### config.mk
export PLATFORM = sky130hd
export DESIGN_NAME = dual_dac_loader
export DESIGN_NICKNAME = d
export VERILOG_FILES = /design/src/rtl/dacfe_pkg.sv /design/src/rtl/pin_sync.sv /design/src/rtl/serial_rx.sv /design/src/rtl/dac_regs.sv /design/src/rtl/dual_dac_loader.sv
export SDC_FILE = /design/constraint.sdc
export NUM_CORES = 1
export LEC_CHECK = 0
export BUFFER_PORTS_ARGS = -buffer_cell sky130_fd_sc_hd__buf_2
export CAP_MARGIN = 20
export CORE_AREA = 2 2 75 77
export CTS_BUF_LIST = sky130_fd_sc_hd__clkbuf_2 sky130_fd_sc_hd__clkbuf_4 sky130_fd_sc_hd__clkbuf_8
export DETAILED_ROUTE_END_ITERATION = 6
export DIE_AREA = 0 0 77 79
export PLACE_DENSITY = 0.86
export SETUP_SLACK_MARGIN = 0.5
export SYNTH_ARGS = -nofsm -noshare
export SYNTH_HDL_FRONTEND = slang
export SYNTH_SLANG_ARGS = --single-unit
export TNS_END_PERCENT = 50
### constraint.sdc
create_clock -name clk -period 1.95 [get_ports clk]
set_clock_uncertainty 0.2 [all_clocks]
set_input_delay 0.4875 -clock clk [delete_from_list [all_inputs] [get_ports clk]]
set_output_delay 0.4875 -clock clk [all_outputs]
set_load 0.03 [all_outputs]
### src/rtl/dacfe_pkg.sv
// Package: shared types for the dual DAC load controller.
// Assumes exactly two channels, addressed by one select bit.
package dacfe_pkg;
    localparam int NUM_CH = 2;
    typedef enum logic {CH_A = 1'b0, CH_B = 1'b1} chan_e;
endpackage

### src/rtl/pin_sync.sv
// Module: pin_sync
// Resynchronizes a vector of asynchronous pins through STAGES flops and
// also keeps one extra delayed copy, so callers can detect edges.
// Assumes each pin is stable for several system clocks between changes.
module pin_sync #(
    parameter int W      = 5,
    parameter int STAGES = 2,
    parameter logic [W-1:0] RST_VAL = '1
) (
    input  logic         clk,
    input  logic         rst_n,
    input  logic [W-1:0] din,
    output logic [W-1:0] dout,
    output logic [W-1:0] dprev
);
    logic [STAGES:0][W-1:0] stg_q;

    // Shift the pins through the synchronizer chain plus one history stage.
    always_ff @(posedge clk) begin
        if (!rst_n) begin
            stg_q <= {(STAGES+1){RST_VAL}};
        end else begin
            stg_q[0] <= din;
            for (int s = 1; s <= STAGES; s++) begin
                stg_q[s] <= stg_q[s-1];
            end
        end
    end

    assign dout  = stg_q[STAGES-1];
    assign dprev = stg_q[STAGES];
endmodule

### src/rtl/serial_rx.sv
// Module: serial_rx
// Collects one FRAME_W-bit word per frame, MSB first, on falling serial
// clock edges while frame sync is low. It flags a word only on the last bit.
// Extra edges are ignored, and frame sync high clears the count.
// Assumes inputs are already synchronized to clk.
module serial_rx #(
    parameter int FRAME_W = 16,
    localparam int CNT_W  = $clog2(FRAME_W + 1)
) (
    input  logic               clk,
    input  logic               rst_n,
    input  logic               fs_s,
    input  logic               sclk_fall,
    input  logic               sdin_s,
    output logic               word_valid,
    output logic [FRAME_W-1:0] word,
    output logic [CNT_W-1:0]   bit_cnt
);
    localparam logic [CNT_W-1:0] LAST = CNT_W'(FRAME_W - 1);
    localparam logic [CNT_W-1:0] FULL = CNT_W'(FRAME_W);

    logic [FRAME_W-2:0] sh_q;

    // Count and shift bits inside a frame; idle frame sync rearms the counter.
    always_ff @(posedge clk) begin
        if (!rst_n) begin
            bit_cnt <= '0;
            sh_q    <= '0;
        end else if (fs_s) begin
            bit_cnt <= '0;
        end else if (sclk_fall && bit_cnt < FULL) begin
            sh_q    <= {sh_q[FRAME_W-3:0], sdin_s};
            bit_cnt <= bit_cnt + 1'b1;
        end
    end

    // Present the completed word during the cycle of its final bit.
    always_comb begin
        word_valid = !fs_s && sclk_fall && (bit_cnt == LAST);
        word       = {sh_q, sdin_s};
    end
endmodule

### src/rtl/dac_regs.sv
// Module: dac_regs
// Holds one input register and one output latch per channel. It handles
// format conversion, load-strobe and automatic updates, and clear.
// Assumes twos_comp is static during operation.
module dac_regs
    import dacfe_pkg::*;
#(
    parameter int CODE_W = 12
) (
    input  logic                           clk,
    input  logic                           rst_n,
    input  logic                           wr_en,
    input  chan_e                          wr_ch,
    input  logic [CODE_W-1:0]              wr_code,
    input  logic                           twos_comp,
    input  logic                           ld_fall,
    input  logic                           ld_s,
    input  logic                           clr_s,
    output logic [NUM_CH-1:0][CODE_W-1:0]  lat
);
    localparam logic [CODE_W-1:0] MSB_MASK = CODE_W'(1) << (CODE_W - 1);

    logic [CODE_W-1:0] code_in;
    logic [CODE_W-1:0] clr_code;
    logic              upd;

    // Convert the incoming code and choose the clear code for the format.
    always_comb begin
        code_in  = twos_comp ? (wr_code ^ MSB_MASK) : wr_code;
        clr_code = twos_comp ? MSB_MASK : '0;
        upd      = ld_fall || (wr_en && !ld_s);
    end

    for (genvar ch = 0; ch < NUM_CH; ch++) begin : g_ch
        logic [CODE_W-1:0] in_q, in_nx, lat_q;

        // Next input register value: the new code if this channel is addressed.
        always_comb begin
            in_nx = (wr_en && wr_ch == chan_e'(1'(ch))) ? code_in : in_q;
        end

        // Input register update.
        always_ff @(posedge clk) begin
            if (!rst_n) in_q <= '0;
            else        in_q <= in_nx;
        end

        // Output latch: clear dominates, then a load or automatic update.
        always_ff @(posedge clk) begin
            if (!rst_n)      lat_q <= '0;
            else if (!clr_s) lat_q <= clr_code;
            else if (upd)    lat_q <= in_nx;
        end

        assign lat[ch] = lat_q;
    end
endmodule

### src/rtl/dual_dac_loader.sv
// Module: dual_dac_loader (top)
// Serial front end of a two-channel DAC. It synchronizes the pins, detects
// edges, receives words, and drives two latch codes.
// Assumes the system clock is at least eight times the serial clock rate.
module dual_dac_loader
    import dacfe_pkg::*;
#(
    parameter int CODE_W      = 12,
    parameter int FRAME_W     = 16,
    parameter int SYNC_STAGES = 2,
    localparam int CNT_W      = $clog2(FRAME_W + 1)
) (
    input  logic              clk,
    input  logic              rst_n,
    input  logic              sclk,
    input  logic              sdin,
    input  logic              fsync_n,
    input  logic              load_n,
    input  logic              clear_n,
    input  logic              twos_comp,
    output logic [CODE_W-1:0] code_a,
    output logic [CODE_W-1:0] code_b
);
    logic [4:0] pins_s, pins_p;
    logic sclk_s, sclk_p, sdin_s, fs_s, ld_s, ld_p, clr_s;
    logic sclk_fall, ld_fall;
    logic word_valid;
    logic [FRAME_W-1:0] word;
    logic [CNT_W-1:0] bit_cnt;
    logic [NUM_CH-1:0][CODE_W-1:0] lat;

    pin_sync #(.W(5), .STAGES(SYNC_STAGES), .RST_VAL(5'b11111)) u_sync (
        .clk(clk), .rst_n(rst_n),
        .din({sclk, sdin, fsync_n, load_n, clear_n}),
        .dout(pins_s), .dprev(pins_p)
    );

    // Split the synchronized pins and find the falling edges.
    always_comb begin
        {sclk_s, sdin_s, fs_s, ld_s, clr_s} = pins_s;
        sclk_p    = pins_p[4];
        ld_p      = pins_p[1];
        sclk_fall = sclk_p && !sclk_s;
        ld_fall   = ld_p && !ld_s;
    end

    serial_rx #(.FRAME_W(FRAME_W)) u_rx (
        .clk(clk), .rst_n(rst_n), .fs_s(fs_s), .sclk_fall(sclk_fall),
        .sdin_s(sdin_s), .word_valid(word_valid), .word(word), .bit_cnt(bit_cnt)
    );

    dac_regs #(.CODE_W(CODE_W)) u_regs (
        .clk(clk), .rst_n(rst_n), .wr_en(word_valid),
        .wr_ch(chan_e'(word[CODE_W])), .wr_code(word[CODE_W-1:0]),
        .twos_comp(twos_comp), .ld_fall(ld_fall), .ld_s(ld_s), .clr_s(clr_s),
        .lat(lat)
    );

    assign code_a = lat[CH_A];
    assign code_b = lat[CH_B];
endmodule

==> reports/metrics.cfg, run 1 <==
[status]
status = finished with violations
violations = setup timing

[timing]
setup_viol = 41
hold_viol_final = 0
post-route-min-period_ns = 2.05
fin_hold_ws_ns = 0.120
tightest_slew_ns = 0.320
slew_headroom = 0.786
fmax_ghz = 0.487
maxSlewViolCount = 0
finalWorstSetupSlack_ns = -0.105
layout_worst_path_cycle_share = 1.05
rsz0062_at_grt = true

[power_and_ir_drop]
leakage_nw = 1.35
total_power_mw = 2.89
powerDensity_mw_per_mm2 = 757
peakVddDrop_mv = 0.616

[setup_path]
end_kind = register
crit_path_end = u_regs.g_ch[1].lat_q[5]
startpoint = u_rx.bit_cnt[1]
worstReg2RegEnd = u_regs.g_ch[1].lat_q[5]
critPathTopFamily = simple AND/OR/NAND/NOR gates
critPathMaxStageDelay_ns = 0.36
worstReg2RegStart = u_rx.bit_cnt[1]
rrSetupSlack_ns = -0.10
worst_setup_path_start_kind = register
critPathRequiredTime_ns = 2.03
critical_path_depth = 8
crit_type = register to register
crit_top_cell = ha_4
reg2regPathDepth = 8
cp_slowest_cell = dfxtp_2
crit_arrival_ns = 2.14
worstPathCellList = ha_4 > and3_4 > ha_4 > nand4bb_4 > or2_4 > buf_12 > mux2i_4 > o2bb2ai_2
cp_max_fo = 7
cp.buffers_inverters = 1

[synthesis]
synth_compound_area_frac = 0.125
yosys_warnings = 0
synth_nets = 261
synth_flop_cell = dfxtp_1
synth_area_leaders = dfxtp_1 56%, mux2i_1 8.4%, o2bb2ai_1 7.1%
synth-xor-area-share = 0.0128
synth-edff-count = 0
synthMuxAreaShare = 0.0899
synth_top_area_frac = 0.565
ys_async_sr_fraction = 0
netlist_instances = 251
seq_area_frac_synth = 0.565
synth.distinct_cells = 33
synth_adder_area_share = 0.00917
yosys.area_share.simple = 0.162
synth_top_area_cell = dfxtp_1
ys_seq_elements = 77
synthesis.area_mm2 = 0.00273
synth_top_family_by_area = simple AND/OR/NAND/NOR gates
syn_avg_cell_area_um2 = 10.9

[finish]
final_cells = 371
nFillCells = 375
nNetsFinal = 304
area_delta_synth_final_pct = 39.9
final_layout_size_suffix_gt1_frac = 0.385
stdcell_area_mm2 = 0.00382
final_common_cell = dfxtp_1
utilization = 0.715
antennaDiodeCount = 0
final_cell_mix = 75 x dfxtp_1, 29 x nand2_1, 22 x nor2b_1, 21 x buf_6, 19 x mux2i_4

[floorplanning]
dieWidth_um = 77
ios = 32
core_mm2 = 0.00534
die_y_um = 79
dieArea_mm2 = 0.00608
initial_core_util = 0.511
rows = 27

[place]
dpl.cell_count = 350
place.gp.congestion = 0.730
placed_cell_area_mm2 = 0.00306
portBuffers = 31
dp_hpwl_um = 3140

[cts]
clkLatencyLatePin_ns = 0.35
cts_root_buf = clkbuf_8
cts_sinks = 77
clock_path_buffers = 2
clk_pin_slew_ns = 0.07
numCtsBuffers = 9
h-tree-depth = 3
cts_tree = yes

[grt]
grt_max_degree = 31
gr-usage-all-layers = 0.182
gr-total-overflow = 0
grt_pass1_vias = 1813
grt_pass1_wl_um = 8640
antenna_found_initial = 0

[routing]
detail_route.wl_per_cell_um = 16.9
drtIter0Drc = 96
antenna_left = 0
viasPerCell = 5.22
routed_wl_um = 6290
drc = 0
first_pass_iters = 4
vias = 1937

[hold_path]
min-delay-path-class = primary input to register

[run]
maxCapViolCount = 0

through the flow:
step	setup TNS, ns	setup WS, ns
after global placement	-0.274	-0.0296
final	-2.07	-0.105
after global routing	-5.12	-0.162
after detailed placement	-1.30	-0.0788
after CTS	-0.617	-0.0434
after floorplan	-0.517	-0.0352
synth_stat cells (2+ instances only):
cell type / count
buf_4: 2
a21oi_1: 2
a21boi_0: 10
inv_1: 5
a21boi_1: 2
clkbuf_1: 10
o21ai_0: 2
a41oi_1: 2
and3_1: 2
dfxtp_1: 77
o2bb2ai_1: 22
mux2i_1: 23
nor2b_1: 22
nand2_1: 29
nor2_1: 6
buf_2: 2
nand2b_1: 14
xor2_1: 3
ha_1: 2
kinds of logic after synthesis:
family                     after synthesis
AOI/OAI and AO/OA                       43
xor gates and xnor gates                 4
adders and majority gates                2
buffers and inverters                   21
DFF                                     77
muxes                                   24
and+or+nand+nor                         80
how the worst min path moves through the flow:
| stage | from | endpoint | cells past startpoint |
|---|---|---|---|
| final | fsync_n | u_sync.stg_q[2] | 2 |
| after global routing | clear_n | u_sync.stg_q[0] | 2 |
| after CTS | fsync_n | u_sync.stg_q[2] | 2 |
| after detailed placement | u_sync.stg_q[4] | u_sync.dout[4] | 1 |
| after global placement | u_sync.stg_q[3] | u_sync.dout[3] | 1 |
| after floorplan | u_sync.stg_q[0] | u_sync.dout[0] | 1 |
layer usage:
layer / share of wire / routed length, um / track usage
met1: 0.42 / 2620 / 0.225
met2: 0.53 / 3310 / 0.305
met3: 0.042 / 263 / 0.0716
met4: 0.014 / 89 / 0.0375
met5: 0 / 0 / 0
layout make-up:
type / count / area, um^2 / share of cell area
multi-input combinational: 153 / 1480 / 0.387
tap: 72 / 90.1 / 0.0236
clock inverter: 5 / 60.1 / 0.0157
sequential: 77 / 1540 / 0.404
timing repair buffer: 48 / 489 / 0.128
inverter: 5 / 18.8 / 0.00491
clock buffer: 11 / 139 / 0.0364
registers in the layout, summed over array words and instances (netlist names):
signal and cells:
u_regs.g_ch.in_q 24, u_regs.g_ch.lat_q 24, u_rx.sh_q 12, u_rx.bit_cnt 5, u_sync.dout 5, u_sync.stg_q 5, u_sync.dprev 2
timing repair:
| action | 4_1_cts | 5_1_grt |
|---|---|---|
| hold buffers | 0 | 0 |
| pin swaps | 5 | 12 |
| endpoints found under the setup margin | 85 | 86 |
| resized for setup | 30 | 105 |
| cloned | 0 | 1 |
| setup buffers | 1 | 3 |
where the power goes:
part	internal [mW]	switching, mW
Clock	0.624	0.571
Sequential	1.58	0.00866
Combinational	0.0489	0.0555
Note: power is estimated with default switching activity, not from simulation.
==> run 2, diff against run 1 <==
--- a/config.mk
+++ b/config.mk
@@ -12,4 +12,5 @@
 export DETAILED_ROUTE_END_ITERATION = 6
 export DIE_AREA = 0 0 77 79
+export HOLD_SLACK_MARGIN = 0.12
 export PLACE_DENSITY = 0.86
 export SETUP_SLACK_MARGIN = 0.5
--- a/constraint.sdc
+++ b/constraint.sdc
@@ -3,3 +3,3 @@
 set_input_delay 0.4875 -clock clk [delete_from_list [all_inputs] [get_ports clk]]
 set_output_delay 0.4875 -clock clk [all_outputs]
-set_load 0.03 [all_outputs]
+set_load 0.01 [all_outputs]
==> run 2 against run 1 <==
Hold slack improved by 0.0061 ns. Critical path type unchanged. The run still ends with setup timing left. Worst setup slack improved by 0.0042 ns. Critical endpoint is now u_regs.g_ch[1].lat_q[10]. Global-route usage increased by 0.32 points. Register-to-register slack about the same. Routed wire length decreased by 2.1%. Maximum frequency increased by 0.20%. First-iteration DRC count decreased by 35%. Total power increased by 0.55%.
==> reports/metrics.cfg, run 2 (synthesis results as in run 1) <==
[status]
status = finished with violations
violations = setup timing

[power_and_ir_drop]
leakage_nw = 1.36
peakVddDrop_mv = 0.642
powerDensity_mw_per_mm2 = 778

[grt]
antenna_found_initial = 0
grt_max_degree = 31
gr-total-overflow = 0
gr-usage-all-layers = 0.185
grt_pass1_wl_um = 8790
grt_pass1_vias = 1839

[cts]
cts_tree = yes
cts_sinks = 77
numCtsBuffers = 9
cts_root_buf = clkbuf_8
clk_pin_slew_ns = 0.08
clock_path_buffers = 2
h-tree-depth = 3
clkLatencyLatePin_ns = 0.35

[place]
portBuffers = 31
place.gp.congestion = 0.730
dp_hpwl_um = 3140
dpl_worst_slack_ns = -0.0788
dpl.cell_count = 350

[timing]
maxSlewViolCount = 0
layout_worst_path_cycle_share = 1.05
hold_viol_final = 0
fin_tns_setup_ns = -2.05
fmax_ghz = 0.488
setup_viol = 43
tightest_slew_ns = 0.314
post-route-min-period_ns = 2.05
finalWorstSetupSlack_ns = -0.101
slew_headroom = 0.790
rsz0062_at_grt = true

[routing]
detail_route.wl_per_cell_um = 16.4
routed_wl_um = 6150
viasPerCell = 5.15
vias = 1936
first_pass_iters = 4
drc = 0
drtIter0Drc = 62
antenna_left = 0

[finish]
antennaDiodeCount = 0
reg.largest.list = u_regs.g_ch.in_q x24, u_regs.g_ch.lat_q x24, u_rx.sh_q x12
area_delta_synth_final_pct = 36.9
nNetsFinal = 309
final_cell_mix = 75 x dfxtp_1, 31 x buf_2, 29 x nand2_1, 22 x nor2b_1, 19 x mux2i_4
final_layout_size_suffix_gt1_frac = 0.375
final_common_cell = dfxtp_1
final_cells = 376
utilization = 0.700

[setup_path]
crit_type = register to register
end_kind = register
worst_setup_path_start_kind = register
cp_max_fo = 7
crit_arrival_ns = 2.15
critPathRequiredTime_ns = 2.05

[floorplanning]
core_mm2 = 0.00534
initial_core_util = 0.511
rows = 27
ios = 32
die_y_um = 79
dieWidth_um = 77
dieArea_mm2 = 0.00608

[run]
maxCapViolCount = 0

[hold_path]
min-delay-path-class = primary input to register

-- run 2: cell types whose count changed in the layout (fill, tap and decap cells not counted), sizes merged --
| cell | change |
|---|---|
| buf | +3 |
| clkbuf | -1 |
| dlygate4sd3 | +3 |
-- run 2: cell type report --
class                           count  area [um^2]
Fill cell                         385         1600
Sequential cell                    77         1540
Multi-Input combinational cell    153         1460
Timing Repair Buffer               53          424
Clock buffer                       11          139
Tap cell                           72         90.1
Clock inverter                      5         60.1
Inverter                            5         18.8
-- run 2: routing by layer --
layer | GRT usage | share of wire | up-vias
li1 | - | - | 956
met1 | 0.229 | 0.42 | 939
met2 | 0.312 | 0.53 | 36
met3 | 0.0716 | 0.041 | 5
met4 | 0.0375 | 0.0065 | 0
met5 | 0 | 0 | -
-- run 2: worst paths after layout --
kind / cells past startpoint / end / slack (ns) / from
worst max-delay path: 8 / u_regs.g_ch[1].lat_q[10] / -0.10 / u_rx.bit_cnt[1]
worst min-delay path: 2 / u_sync.stg_q[4] / 0.13 / sclk
worst min register to register: 1 / u_sync.dout[0] / 0.22 / u_sync.stg_q[0]
worst max register to register: 8 / u_regs.g_ch[1].lat_q[10] / -0.10 / u_rx.bit_cnt[1]
-- run 2: repair_timing --
action                                  CTS  global route
pin swaps                                 5            11
setup buffers                             1             3
hold buffers                              3             0
hold endpoints to repair                  3             0
cloned                                    0             3
endpoints found under the setup margin   85            86
resized for setup                        30            37
-- run 2: critical path, cell delays in order (launching register included) --
cell,delay (ns)
dfxtp_2,0.36
ha_4,0.13
and3_4,0.19
ha_4,0.13
nand4bb_4,0.16
or2_4,0.32
buf_12,0.16
mux2i_4,0.20
o2bb2ai_2,0.15
-- run 2: through the flow --
| step | hold WS, ns | instance area, um^2 | total power [mW] |
|---|---|---|---|
| floorplan | 0.186 | 2780 | 1.69 |
| detailed placement | 0.198 | 3060 | 1.72 |
| global placement | 0.196 | 3060 | 1.71 |
| finish | 0.126 | 3740 | 2.91 |
| global route | 0.127 | 3740 | 3.00 |
| CTS | 0.125 | 3430 | 2.90 |
-- run 2: report_power, final --
part           switching, mW  internal, mW
Sequential           0.00798          1.58
Combinational         0.0583        0.0601
Clock                  0.573         0.624
Total                  0.639          2.27
